==> config.mk <==
export PLATFORM = sky130hd
export DESIGN_NAME = clk_wake_div
export DESIGN_NICKNAME = d
export VERILOG_FILES = /design/src/rtl/clk_wake_div.sv
export SDC_FILE = /design/constraint.sdc
export NUM_CORES = 1
export LEC_CHECK = 0
export BUFFER_PORTS_ARGS = -buffer_cell sky130_fd_sc_hd__clkbuf_2
export CORE_MARGIN = 4
export CORE_UTILIZATION = 35
export CTS_BUF_LIST = sky130_fd_sc_hd__clkbuf_2 sky130_fd_sc_hd__clkbuf_4 sky130_fd_sc_hd__clkbuf_8
export DETAILED_ROUTE_END_ITERATION = 10
export HOLD_SLACK_MARGIN = 0.06
export PLACE_DENSITY_LB_ADDON = 0.1
export SETUP_SLACK_MARGIN = 0.15
export SLEW_MARGIN = 10
export SYNTH_ARGS = -nofsm -noshare
export SYNTH_HDL_FRONTEND = slang
export SYNTH_SLANG_ARGS = --single-unit
export TNS_END_PERCENT = 10
==> constraint.sdc <==
create_clock -name osc_clk -period 2.6 [get_ports osc_clk]
set_clock_uncertainty 0.15 [all_clocks]
set_input_delay 0.13 -clock osc_clk [delete_from_list [all_inputs] [get_ports osc_clk]]
set_output_delay 0.13 -clock osc_clk [all_outputs]
set_load 0.005 [all_outputs]
==> src/rtl/clk_wake_div.sv <==
`timescale 1ns/1ps
module clk_wake_div #(
  parameter int CYC_PER_US = 4,
  parameter int DIV_W      = 8
) (
  input  logic             osc_clk,
  input  logic             rst_n,
  input  logic             wake_req,
  input  logic [2:0]       src_sel,
  input  logic             wr_en,
  input  logic             wr_sel,
  input  logic [DIV_W-1:0] wr_data,
  output logic             cpu_ce,
  output logic             per_ce,
  output logic             ready,
  output logic             lp_mode
);
  localparam int XTAL_D = 1024 + 100 * CYC_PER_US;
  localparam int RC_D   = 300 * CYC_PER_US;
  localparam int FAST_D = 32;
  localparam int MAX_D  = (XTAL_D > RC_D) ? XTAL_D : RC_D;
  localparam int CNT_W  = $clog2(MAX_D + 1);
  localparam int DC_W   = DIV_W + 1;

  typedef enum logic [1:0] {ST_START, ST_WAIT, ST_RUN} st_t;

  st_t              state;
  logic [CNT_W-1:0] cnt, dly_m1;
  logic [DIV_W-1:0] div_pend, div_act;
  logic [DC_W-1:0]  dcnt, ratio;
  logic             ph, last;

  always_comb begin
    case (src_sel)
      3'd0, 3'd1, 3'd2: dly_m1 = CNT_W'(XTAL_D - 1);
      3'd3:             dly_m1 = CNT_W'(RC_D - 1);
      default:          dly_m1 = CNT_W'(FAST_D - 1);
    endcase
  end

  always_ff @(posedge osc_clk or negedge rst_n) begin
    if (!rst_n) begin
      state <= ST_START;
      cnt   <= '0;
    end else begin
      case (state)
        ST_START: begin
          cnt   <= dly_m1;
          state <= ST_WAIT;
        end
        ST_WAIT:
          if (cnt == '0) state <= ST_RUN;
          else           cnt   <= cnt - 1'b1;
        default:
          if (wake_req) state <= ST_START;
      endcase
    end
  end

  assign ready  = (state == ST_RUN);
  assign ratio  = (div_act == '0) ? DC_W'(1) : {div_act, 1'b0};
  assign last   = (dcnt == ratio - 1'b1);
  assign cpu_ce = ready && (dcnt == '0);
  assign per_ce = cpu_ce && !ph;

  always_ff @(posedge osc_clk or negedge rst_n) begin
    if (!rst_n) begin
      div_pend <= '0;
      lp_mode  <= 1'b0;
    end else if (wr_en) begin
      if (wr_sel) lp_mode  <= wr_data[0];
      else        div_pend <= wr_data;
    end
  end

  always_ff @(posedge osc_clk or negedge rst_n) begin
    if (!rst_n) begin
      dcnt    <= '0;
      div_act <= '0;
      ph      <= 1'b0;
    end else if (!ready) begin
      dcnt    <= '0;
      div_act <= div_pend;
      ph      <= 1'b0;
    end else begin
      if (last) begin
        dcnt    <= '0;
        div_act <= div_pend;
      end else begin
        dcnt <= dcnt + 1'b1;
      end
      if (cpu_ce) ph <= ~ph;
    end
  end
endmodule


==> qor.tcl, run 1 <==
set qor(clockRootBuffer) {sky130_fd_sc_hd__clkbuf_8}
set qor(top_sig_layer) {met4}
set qor(port_buffers) 19
set qor(clkSinkCount) 40
set qor(max_clock_freq_mhz) 383
set qor(parity_gate_share_of_the_synthesized_area_counting_xor_and_xnor_cells) 0.0593
set qor(wl_met2_mm) 2.21
set qor(reg2reg_from) {div_act[0]}
set qor(worstSkewPairLatency_ps) 290
set qor(critPathSlowestCell) {sky130_fd_sc_hd__or4_4}
set qor(m1WireLength_mm) 2.51
set qor(final_min_period_over_clock_period) 1.01
set qor(drt-initial-drc-count) 89
set qor(hold-worst-slack_ps) 161
set qor(first_global_vias) 1722
set qor(ratio_of_cells_with_drive_above_1_in_the_final_layout) 0.296
set qor(critical_path.reg2reg.endpoint) {div_act[4]}
set qor(die_w_um) 87.6
set qor(number_of_warnings_reported_in_the_yosys_synthesis_log) 0
set qor(post-route-worst-setup-slack_ps) -14.1
set qor(worst-r2r-setup-slack_ps) -10
set qor(yosys_most_used_dff) {sky130_fd_sc_hd__dfrtp_1}
set qor(summed_instance_area_of_the_synthesized_netlist_um2) 2220
set qor(rsz0062_at_grt) {yes}
set qor(syn_nets) 238
set qor(grt_residual_overflow) 0
set qor(max-slew-margin-rel) 0.516
set qor(area.growth.synth_to_final_pct) 27.8
set qor(drt-pass1-iter-count) 4
set qor(critical-path-top-delay-family) {compound AO/OA/AOI/OAI gates}
set qor(synth-seq-cells) 40
set qor(timing.final.max_slew_violations) 0
set qor(final_nets) 285
set qor(power_density_nw_per_um2) 522
set qor(wirelength_mm) 4.92
set qor(drc_errors) 0
set qor(detailroute.wirelength.met3_um) 140
set qor(synth_fa_ha_area_frac) 0.0169
set qor(cp_common_cell) {sky130_fd_sc_hd__buf_4}
set qor(timing.critical_path.depth) 8
set qor(synth_compound_gate_area_share) 0.158
set qor(ff_latch_area_um2) 1000
set qor(worstHoldPathType) {input pin to asynchronous set/reset pin}
set qor(cts_tree) {done}
set qor(asyncSetResetFlopFracSynth) 1.00
set qor(violations) {setup timing}
set qor(initial_antenna_violation_count) 0
set qor(fin_util) 0.470
set qor(top_level_ports) 20
set qor(dominant_combinational_cell_family_by_area_after_synthesis) {simple AND/OR/NAND/NOR gates}
set qor(cap_violations) 0
set qor(max_slew.worst_pin.slew_ps) 725
set qor(synth-edff-count) 0
set qor(period_needed_ps) 2610
set qor(pre_cts_ws_ps) -49.7
set qor(floorplan.initialDensity) 0.368
set qor(vias_per_cell) 5.14
set qor(grt_pass1_wl_mm) 8.43
set qor(ys_seq_area_frac) 0.451
set qor(syn-instance-count) 219
set qor(mux_contribution_to_synthesized_area) 0.0863
set qor(synth_simple_gate_area_share) 0.179
set qor(crit_start) {div_act[0]}
set qor(multi_input_gate_area_in_the_final_layout_um2) 1180
set qor(ant_nets) 0
set qor(die_h_um) 87.6
set qor(final_routed_wire_length_divided_by_cell_count_um) 14.4
set qor(hpwl_mm) 3.52
set qor(peakVddDrop_mv) 0.260
set qor(final_cell_mix) {sky130_fd_sc_hd__dfrtp_1, sky130_fd_sc_hd__buf_4, sky130_fd_sc_hd__clkbuf_2, sky130_fd_sc_hd__mux2_2}
set qor(diodes) 0
set qor(timing.critical_path.buf_inv) 2
set qor(clkTransAtPathRegs_ps) 90
set qor(grt_use_total) 0.140
set qor(grt_start_max_net_pins) 24
set qor(power_leakage_uw) 0.00114
set qor(layout.cells.most_common) {sky130_fd_sc_hd__dfrtp_1}
set qor(core_region_area_um2) 6030
set qor(timing.critical_path.to) {div_act[4]}
set qor(finalWeightedCongestion) 0.785
set qor(setup.worst_path.end_class) {flop}
set qor(synth.lib_cells_used.distinct) 52
set qor(critical_path_peak_fanout) 5
set qor(cts_buffers) 5
set qor(path_cells) {or4_4 -> buf_4 -> o221ai_1 -> o31a_1 -> a2111oi_4 -> buf_4 -> a31oi_4 -> mux2_2}
set qor(num-fill-cells) 601
set qor(report.final.setup_viol) 5
set qor(slowest_delay_ps) 570
set qor(synth_area_per_cell_um2) 10.1
set qor(cp_data_arrival_time_ps) 2640
set qor(req_time_crit_path_ps) 2630
set qor(fp.dieArea_um2) 7670
set qor(worstRegToRegCells) 8
set qor(num_vias) 1757
set qor(timing.final.hold_violations) 0
set qor(clk_path_buf_depth) 2
set qor(run_status) {complete, but fails checks}
set qor(fp-row-count) 28
set qor(criticalPathCategory) {flop to flop}
set qor(startpoint_type) {flop}
set qor(htree_levels) 2
power by group:
part | internal [uW] | leakage (uW) | total, uW | switching (uW)
logic | 125 | 0.000603 | 241 | 116
registers | 661 | 0.000474 | 694 | 33.4
clock network | 314 | 0.0000614 | 544 | 230
logic make-up after synthesis:
family,Yosys count
compound gates,47
xor+xnor,15
fa+ha+maj,3
buf+inv,26
flops,40
mux,17
simple gates,71
worst min-delay path by stage:
stage,slack (ps),endpoint,cells after the start,start
floorplan,-320,cnt[0],0,rst_n
global placement,-50,dcnt[6],1,rst_n
detailed placement,-50,dcnt[6],1,rst_n
CTS,170,cnt[1],2,rst_n
global route,210,dcnt[1],2,rst_n
finish,160,cnt[4],2,rst_n
final cells by class:
type	instances	area share
clock inverters	2	0.0137
well taps	75	0.0331
multi-input cells	154	0.417
flip-flops and latches	40	0.353
inverters	11	0.0146
clock buffers	6	0.0291
repair buffers	54	0.140
layer usage:
| layer | vias to the layer above | GRT usage |
|---|---|---|
| met4 | 0 | 0.0432 |
| met2 | 22 | 0.212 |
| met5 | - | 0 |
| met3 | 6 | 0.0282 |
| li1 | 894 | - |
| met1 | 835 | 0.201 |
Yosys cell counts (all sizes together) (2+ instances only):
cell type  instances  area, um^2
nand4b             2        17.5
mux2              17         191
o21a               2        15.0
or2                2        12.5
clkbuf            11        41.3
nor2              10        37.5
xnor2              8        70.1
a21oi              6        30.0
and2               3        18.8
a41oi              2        17.5
inv               11        41.3
or3                2        12.5
o221ai             2        17.5
dfrtp             40        1000
o21ai             15        75.1
buf                4        25.0
nand2b             4        25.0
nand2              8        30.0
nor4               7        50.1
o31a               2        17.5
nor3b              2        15.0
nand3              6        30.0
nor3              14        70.1
ha                 3        37.5
o31ai              2        15.0
xor2               7        61.3
a2111oi            2        36.3
nor2b              3        18.8
or4                3        22.5
what timing repair did:
action | CTS | global route
resized for setup | 2 | 8
pin swaps | 4 | 3
cloned | 1 | 0
setup buffers | 0 | 1
hold buffers | 15 | 0
hold endpoints to repair | 31 | 0
setup endpoints to repair | 21 | 28
metrics by stage:
stage | setup TNS [ps] | area (um^2) | total power, uW | std cells
final | -40.0 | 2830 | 1480 | 342
after global routing | -680 | 2830 | 1560 | 342
after CTS | 0 | 2780 | 1480 | 341
after detailed placement | -392 | 2480 | 908 | 317
after global placement | -200 | 2480 | 907 | 317
after floorplan | -512 | 2220 | 817 | 219
state kept, by name (all words and copies together) (netlist names):
register / flops
cnt: 11
dcnt: 9
div_act: 8
div_pend: 8
state: 2
lp_mode: 1
ph: 1
(Power assumes the default switching activity.)
==> inputs of run 2 (changes only) <==
HOLD_SLACK_MARGIN = 0.1   (was 0.06)
SETUP_SLACK_MARGIN = default   (was 0.15)
==> run 2 against run 1 <==
The flow still finishes with violations (setup timing). Global-route usage unchanged. Clock power hardly changed. Core utilization fell by 0.39 points. Sequential power fell by 0.6%. Via count up 0.46%. Combinational power hardly changed. First-iteration DRC count decreased by 38%. Maximum frequency is essentially flat. Non-clock buffer count is the same. Register-to-register slack about the same. Critical path type unchanged. Highest routed layer unchanged.
==> qor.tcl, run 2 (same netlist as run 1, synthesis figures left out) <==
set qor(run_status) {complete, but fails checks}
set qor(violations) {setup timing}
set qor(criticalPathCategory) {flop to flop}
set qor(core_region_area_um2) 6030
set qor(path_cells) {or4_4 -> buf_4 -> o221ai_1 -> o31a_1 -> a2111oi_4 -> buf_4 -> a31oi_4 -> mux2_2}
set qor(grt_pass1_wl_mm) 8.43
set qor(clk_path_buf_depth) 2
set qor(floorplan.initialDensity) 0.368
set qor(fp.dieArea_um2) 7670
set qor(clockRootBuffer) {sky130_fd_sc_hd__clkbuf_8}
set qor(die_h_um) 87.6
set qor(post-route-worst-setup-slack_ps) -15.3
set qor(worstHoldPathType) {input pin to asynchronous set/reset pin}
set qor(p_total_uw) 1470
set qor(first_global_vias) 1724
set qor(grt_use_total) 0.140
set qor(clkSinkCount) 40
set qor(top_level_ports) 20
set qor(num-fill-cells) 604
set qor(final_nets) 285
set qor(cp_common_cell) {sky130_fd_sc_hd__buf_4}
set qor(cts_tree) {done}
set qor(stdcell_area_um2) 2810
set qor(timing.final.max_slew_violations) 0
set qor(fp-row-count) 28
set qor(biggestRegsByFlops) {cnt x11, dcnt x9}
set qor(startpoint_type) {flop}
set qor(final_cell_mix) {sky130_fd_sc_hd__dfrtp_1, sky130_fd_sc_hd__buf_4, sky130_fd_sc_hd__clkbuf_2, sky130_fd_sc_hd__mux2_2}
set qor(power_leakage_uw) 0.00114
set qor(critPathSlowestCell) {sky130_fd_sc_hd__or4_4}
set qor(htree_levels) 2
set qor(max_slew.worst_pin.slew_ps) 725
set qor(period_needed_ps) 2620
set qor(max_clock_freq_mhz) 382
set qor(cp_data_arrival_time_ps) 2640
set qor(area.growth.synth_to_final_pct) 26.7
set qor(worstSkewPairLatency_ps) 290
set qor(rsz0062_at_grt) {yes}
set qor(max-slew-margin-rel) 0.516
set qor(setup.worst_path.end_class) {flop}
set qor(drt-initial-drc-count) 55
set qor(fin_tns_setup_ps) -54.8
set qor(area_of_placed_instances_um2) 2480
set qor(clkTransAtPathRegs_ps) 80
set qor(grt_start_max_net_pins) 24
set qor(critical_path_peak_fanout) 5
set qor(grt_residual_overflow) 0
set qor(vias_per_cell) 5.16
set qor(finalWeightedCongestion) 0.785
set qor(slowest_delay_ps) 570
set qor(ratio_of_cells_with_drive_above_1_in_the_final_layout) 0.288
set qor(die_w_um) 87.6
set qor(diodes) 0
set qor(power_density_nw_per_um2) 524
set qor(peakVddDrop_mv) 0.259
set qor(layout.cells.most_common) {sky130_fd_sc_hd__dfrtp_1}
set qor(ant_nets) 0
set qor(hpwl_mm) 3.52
set qor(drc_errors) 0
set qor(wirelength_mm) 4.91
set qor(req_time_crit_path_ps) 2630
set qor(register_containing_the_most_flip_flops_in_the_final_layout) {cnt}
set qor(final_min_period_over_clock_period) 1.01
set qor(cts_buffers) 5
set qor(timing.final.hold_violations) 0
set qor(cap_violations) 0
set qor(initial_antenna_violation_count) 0
set qor(final_routed_wire_length_divided_by_cell_count_um) 14.4
set qor(drt-pass1-iter-count) 4
set qor(report.final.setup_viol) 5
set qor(port_buffers) 19
set qor(num_vias) 1765
set qor(number_of_flip_flops_under_the_largest_register_name) 11
run 2: changes by cell type in the layout (fill, tap and decap cells not counted):
cell,before,now
sky130_fd_sc_hd__ha_1,2,3
sky130_fd_sc_hd__or4_1,1,2
sky130_fd_sc_hd__nor4_2,1,3
sky130_fd_sc_hd__or4_4,2,1
sky130_fd_sc_hd__nor4_4,2,0
sky130_fd_sc_hd__ha_2,1,0
run 2: repair_timing:
action,in CTS,in global routing
setup buffers,0,1
gates cloned,1,0
resized for setup,2,4
setup endpoints to repair,8,22
hold buffers,15,0
pin swaps,3,2
hold endpoints to repair,54,0
run 2: routing by layer:
layer / vias up / GRT usage / part of all wire
met4: 0 / 0.0432 / 0.013
met1: 834 / 0.201 / 0.51
li1: 898 / - / -
met3: 6 / 0.0282 / 0.032
met5: - / 0 / 0
met2: 27 / 0.212 / 0.45
run 2: path summary, 6_finish.rpt:
kind	start	slack (ps)	cells past startpoint	endpoint
max	div_act[0]	-20	8	div_act[4]
min	rst_n	160	2	cnt[4]
max reg2reg	div_act[0]	-20	8	div_act[4]
min reg2reg	div_pend[5]	360	1	div_act[5]
max in group asynchronous	rst_n	1500	3	div_act[4]
min in group osc_clk	wr_sel	210	3	div_pend[0]
run 2: critical path: cells and delay by family (launching register included):
kind                   cells  cell delay, ps
AOI/OAI and AO/OA          4             700
buffers and inverters      2             340
DFF                        1             380
muxes                      1             370
and+or+nand+nor            1             570
run 2: power breakdown:
part	switching, uW	total, uW	leakage, uW	internal [uW]
combinational	115	238	0.000603	123
sequential	28.9	690	0.000474	661
clock	232	546	0.0000614	314
total	376	1470	0.00114	1100
run 2: final cells by class:
class / count / area (um^2) / share of cell area
Timing Repair Buffer: 54 / 395 / 0.141
Clock inverter: 2 / 38.8 / 0.0138
Sequential cell: 40 / 1000 / 0.356
Tap cell: 75 / 93.8 / 0.0334
Clock buffer: 6 / 82.6 / 0.0294
Multi-Input combinational cell: 154 / 1160 / 0.412
Inverter: 11 / 41.3 / 0.0147
run 2: per-stage QoR:
stage | std cells | utilization | setup WS [ps] | hold WS (ps)
3_3_place_gp | 317 | 0.412 | -26.1 | -46.7
2_1_floorplan | 219 | - | -64.0 | -316
3_5_place_dp | 317 | 0.412 | -49.7 | -45.7
5_1_grt | 342 | 0.466 | -107 | 208
4_1_cts | 341 | 0.461 | 11.9 | 169
6_report | 342 | 0.466 | -15.3 | 162
